$ cat config.mk
export PLATFORM = sky130hd
export DESIGN_NAME = spi_ctl_port
export DESIGN_NICKNAME = d
export VERILOG_FILES = /design/src/rtl/spi_ctl_port.sv
export SDC_FILE = /design/constraint.sdc
export NUM_CORES = 1
export LEC_CHECK = 0
export BUFFER_PORTS_ARGS = -buffer_cell sky130_fd_sc_hd__buf_4
export CAP_MARGIN = 20
export CORE_UTILIZATION = 50
export CTS_BUF_LIST = sky130_fd_sc_hd__clkbuf_2
export DETAILED_ROUTE_END_ITERATION = 10
export GPL_TIMING_DRIVEN = 0
export PLACE_DENSITY = 0.68
export SLEW_MARGIN = 10
export SYNTH_ARGS = -nofsm -noshare
export SYNTH_HDL_FRONTEND = slang
export SYNTH_SLANG_ARGS = --single-unit
$ cat constraint.sdc
create_clock -name clk -period 2.3 [get_ports clk]
set_clock_uncertainty 0.05 [all_clocks]
set_input_delay 0.23 -clock clk [delete_from_list [all_inputs] [get_ports clk]]
set_output_delay 0.23 -clock clk [all_outputs]
set_load 0.02 [all_outputs]
$ cat src/rtl/spi_ctl_port.sv
module spi_ctl_port #(
  parameter int NUM_REGS = 8,
  parameter int SYNC     = 2,
  parameter logic [6:0] CHIP_ID = 7'h10
) (
  input  logic       clk,
  input  logic       rst_n,
  input  logic       cs_pin,
  input  logic       sck,
  input  logic       sdi,
  output logic       spi_mode,
  output logic       wr_en,
  output logic [6:0] wr_addr,
  output logic [7:0] wr_data
);
  localparam logic [7:0] ADDR_BYTE = {CHIP_ID, 1'b0};
  localparam logic [7:0] LIMIT = 8'(NUM_REGS);

  typedef enum logic [1:0] {P_ADDR, P_MAP, P_DATA, P_SKIP} phase_t;

  logic [SYNC-1:0] cs_q, sck_q, sdi_q;
  logic cs_d, sck_d;
  logic [2:0] bits;
  logic [7:0] shreg;
  logic [6:0] ptr;
  logic incr;
  phase_t phase;

  wire cs_s  = cs_q[SYNC-1];
  wire sck_s = sck_q[SYNC-1];
  wire sdi_s = sdi_q[SYNC-1];
  wire cs_fall  = cs_d & ~cs_s;
  wire sck_rise = sck_s & ~sck_d;
  wire [7:0] nxt = {shreg[6:0], sdi_s};

  always_ff @(posedge clk or negedge rst_n)
    if (!rst_n) begin
      cs_q <= '1; sck_q <= '0; sdi_q <= '0;
      cs_d <= 1'b1; sck_d <= 1'b0;
      spi_mode <= 1'b0;
    end else begin
      cs_q  <= {cs_q[SYNC-2:0], cs_pin};
      sck_q <= {sck_q[SYNC-2:0], sck};
      sdi_q <= {sdi_q[SYNC-2:0], sdi};
      cs_d  <= cs_s;
      sck_d <= sck_s;
      spi_mode <= spi_mode | cs_fall;
    end

  always_ff @(posedge clk or negedge rst_n)
    if (!rst_n) begin
      bits <= '0; shreg <= '0; ptr <= '0; incr <= 1'b0;
      phase <= P_ADDR;
      wr_en <= 1'b0; wr_addr <= '0; wr_data <= '0;
    end else begin
      wr_en <= 1'b0;
      if (cs_s) begin
        bits  <= '0;
        phase <= P_ADDR;
      end else if (spi_mode && sck_rise) begin
        shreg <= nxt;
        bits  <= bits + 3'd1;
        if (bits == 3'd7)
          case (phase)
            P_ADDR: phase <= (nxt == ADDR_BYTE) ? P_MAP : P_SKIP;
            P_MAP: begin
              incr  <= nxt[7];
              ptr   <= nxt[6:0];
              phase <= P_DATA;
            end
            P_DATA: begin
              wr_en   <= ({1'b0, ptr} < LIMIT);
              wr_addr <= ptr;
              wr_data <= nxt;
              if (incr) ptr <= ptr + 7'd1;
            end
            default: ;
          endcase
      end
    end
endmodule


==> out/results.tsv <==
metric	value	unit
grt met1 use	0.2667	
leak pwr	0.001153	uW
io pins	22	
HP Class	in -> async	
Die Ht	64.46	um
CP Cell Sequence	ha_1, ha_1, inv_1, or3_4, nor2_8, buf_12, mux2_4	
Antenna Violating Nets Remaining	0	
Nets	179	
Root Driver	clkbuf_2	
register-to-register setup slack	0.30	ns
Crit Path Category	reg -> reg	
Layout Cells excl Fill	220	
Total Power	1391	uW
Total GRT Usage	0.1946	
Reg clk slew, reported paths	0.21	ns
Ant. Diodes	0	
Crit path max-delay family	simple AND/OR/NAND/NOR gates	
initial core utilization	0.5288	
Clock Latency Late Sink	0.41	ns
Mapped Area	0.001951	mm2
TNS Setup	0	ns
Finish-stage setup viols	0	
total gr overflow	0	
WP data arrival	2.26	ns
Avg Cell Area, Syn	14.03	um2
most numerous cell on the critical path	ha_1	
Final Hold Fails	0	
fin crit share	0.8679	
Worst setup EP type	flip-flop	
post_cts resized	0	
#FFs+latches synth	45	
die width	64.46	um
Pre-antenna DRT Iters	4	
Worst R2R Start	bits[0]	
M2 GR Usage	0.2947	
initial antenna violation count	0	
GR peak layer	met2	
critical path's slowest cell	or3_4	
peak supply drop	0.0004181	V
Layout area overhead	15.20	%
I/O Buffers	21	
WP buf/inv	2	
CP peak stage delay	0.43	ns
Syn Inst Count	139	
Num CTS Buffers	5	
Data required, critical path	2.56	ns
Cell Rows	22	
CP Launch Type	flip-flop	
Synth Net Count	147	
Seq/Total Area, Yosys	0.5792	
# H-tree levels	2	
DRC	0	
Critical R2R Capture	wr_addr[0]	
CTS Sinks	45	
Total Wirelength	3350	um
CP max FO	10	
Least-Margin Pin Slew	0.5962	ns
CTS tree	built	
global placement routability congestion	0.8483	
met3 global-route usage	0.04225	
Die Area	0.004155	mm2
Post-DP HPWL	2287	um
Yosys cell types	38	
Via Count	1179	
R2R depth	7	
Avg WL per Cell	15.23	um
run status	completed	
vias in the first global route	1252	
Filler Cell Count	304	
DRT iter0 DRCs	120	
Power Density	619.2	mW/mm2
Max clock buf depth	2	
Via density	5.359	
Core Footprint	0.003689	mm2
Max Fclk	501.0	MHz
Yosys Warn Count	0	
Inst Count DP	208	
max-cap viol count	0	
first-pass GRT wire length	5989	um
final period demand of the worst path	1.996	ns
largest net degree at the start of global routing	46	
Slew Viols, Final	0	
proportion of layout cells with a drive suffix above 1	0.3779	
max_slew headroom	0.6011	
unrepaired setup endpoints after global routing	false	
[cell usage in the layout, fill, tap and decap left out, types with 2 or more instances in the layout]
cell type / netlist / final
dfstp_2: 3 / 3
inv_1: 4 / 4
and3_1: 2 / 2
buf_4: 0 / 21
a2bb2oi_1: 2 / 2
mux2i_1: 3 / 3
a21boi_1: 2 / 2
nor3_1: 2 / 2
a21o_1: 3 / 3
a31oi_1: 2 / 2
nand3b_4: 2 / 2
nor2_1: 9 / 9
ha_1: 3 / 3
buf_2: 2 / 2
a21oi_1: 2 / 2
nand2b_1: 3 / 3
mux2_2: 13 / 13
dlygate4sd3_1: 0 / 4
nand3_1: 4 / 4
nand2_1: 6 / 6
clkbuf_2: 0 / 7
o21ai_0: 2 / 2
dfrtp_1: 42 / 42
o22ai_1: 2 / 2
mux2_4: 10 / 10
[worst register-to-register path, cell delays in order, from the launching register on]
cell	delay, ns
dfrtp_1	0.42
ha_1	0.16
ha_1	0.13
inv_1	0.08
or3_4	0.43
nor2_8	0.16
buf_12	0.16
mux2_4	0.31
[per-stage QoR]
step | hold slack (ns) | worst slack, ns | instance area [um2] | utilization
6_report | 0.2568 | 0.3039 | 2247 | 0.6092
5_1_grt | 0.2885 | 0.2286 | 2247 | 0.6092
4_1_cts | 0.2920 | 0.2998 | 2247 | 0.6092
3_5_place_dp | 0.2141 | 0.3270 | 2168 | 0.5879
3_3_place_gp | 0.2011 | 0.3524 | 2168 | 0.5879
2_1_floorplan | -0.1156 | 0.4557 | 1951 | -
[Yosys cell counts, drive strengths merged]
master / n / area, um2
clkbuf: 1 / 3.750
o21ai: 3 / 18.77
a31oi: 2 / 12.51
a2111oi: 1 / 27.53
o22ai: 2 / 12.51
ha: 3 / 37.54
a2bb2oi: 2 / 17.52
or4: 1 / 7.510
a21o: 3 / 22.52
mux2i: 3 / 30.03
buf: 4 / 41.29
a22oi: 1 / 7.510
nand2b: 3 / 18.77
xor2: 1 / 8.760
xnor2: 1 / 8.760
a31o: 1 / 8.760
dfstp: 3 / 78.83
a21boi: 2 / 15.01
nor4b: 1 / 8.760
nor4: 1 / 6.260
or3: 1 / 11.26
a21oi: 2 / 10.01
inv: 4 / 15.01
nor3: 2 / 10.01
nand3: 4 / 20.02
a32oi: 1 / 8.760
and3: 2 / 12.51
nand3b: 2 / 40.04
nand2: 6 / 22.52
mux2: 23 / 296.5
nor2b: 1 / 6.260
dfrtp: 42 / 1051
nor2: 10 / 53.80
[power breakdown]
group / internal, uW / leakage (uW) / switching [uW] / total, uW
Combinational: 78.8 / 0.000532 / 56.9 / 136
Clock: 81.4 / 0.0000306 / 241 / 322
Sequential: 853 / 0.000591 / 80.9 / 934
[state kept, by name (all words and copies together) (netlist names)]
register	flops
sck_d	1
spi_mode	1
shreg	7
bits	3
wr_addr	7
ptr	7
cs_q	2
sck_q	2
wr_en	1
phase	2
incr	1
sdi_q	2
wr_data	8
cs_d	1
[how the worst max path moves through the flow]
stage | startpoint | to | slack [ns] | depth (start not counted)
finish | bits[0] | wr_addr[0] | 0.30 | 7
detailed placement | bits[0] | wr_addr[2] | 0.33 | 7
global route | bits[0] | wr_addr[0] | 0.23 | 7
global placement | bits[0] | wr_addr[1] | 0.35 | 7
CTS | bits[0] | wr_addr[2] | 0.30 | 7
floorplan | bits[0] | wr_addr[0] | 0.46 | 7
[metal layers]
layer	vias to the layer above	wire, um	share of wire
li1	561	-	-
met1	585	1613	0.48
met2	25	1552	0.46
met3	8	117	0.035
met4	0	67	0.020
met5	-	0	0
[kinds of logic after synthesis]
group,Yosys count,synth area share
compound gates,20,0.08275
xor+xnor,2,0.008982
fa+ha+maj,3,0.01925
buf+inv,9,0.03079
flops,45,0.5792
mux,26,0.1674
simple gates,34,0.1116
[timing repair]
item,CTS,global route
hold endpoints to repair,45,0
buffers inserted,0,0
hold buffers,4,0
[layout make-up]
| class | count | area (um2) | area share |
|---|---|---|---|
| Timing Repair Buffer | 25 | 197.7 | 0.08797 |
| Inverter | 4 | 15.01 | 0.006682 |
| Clock inverter | 1 | 3.754 | 0.001670 |
| Multi-Input combinational cell | 85 | 760.7 | 0.3385 |
| Tap cell | 48 | 60.06 | 0.02673 |
| Sequential cell | 45 | 1130 | 0.5028 |
| Buffer | 5 | 45.04 | 0.02004 |
| Clock buffer | 7 | 35.03 | 0.01559 |
(Power assumes the default switching activity.)
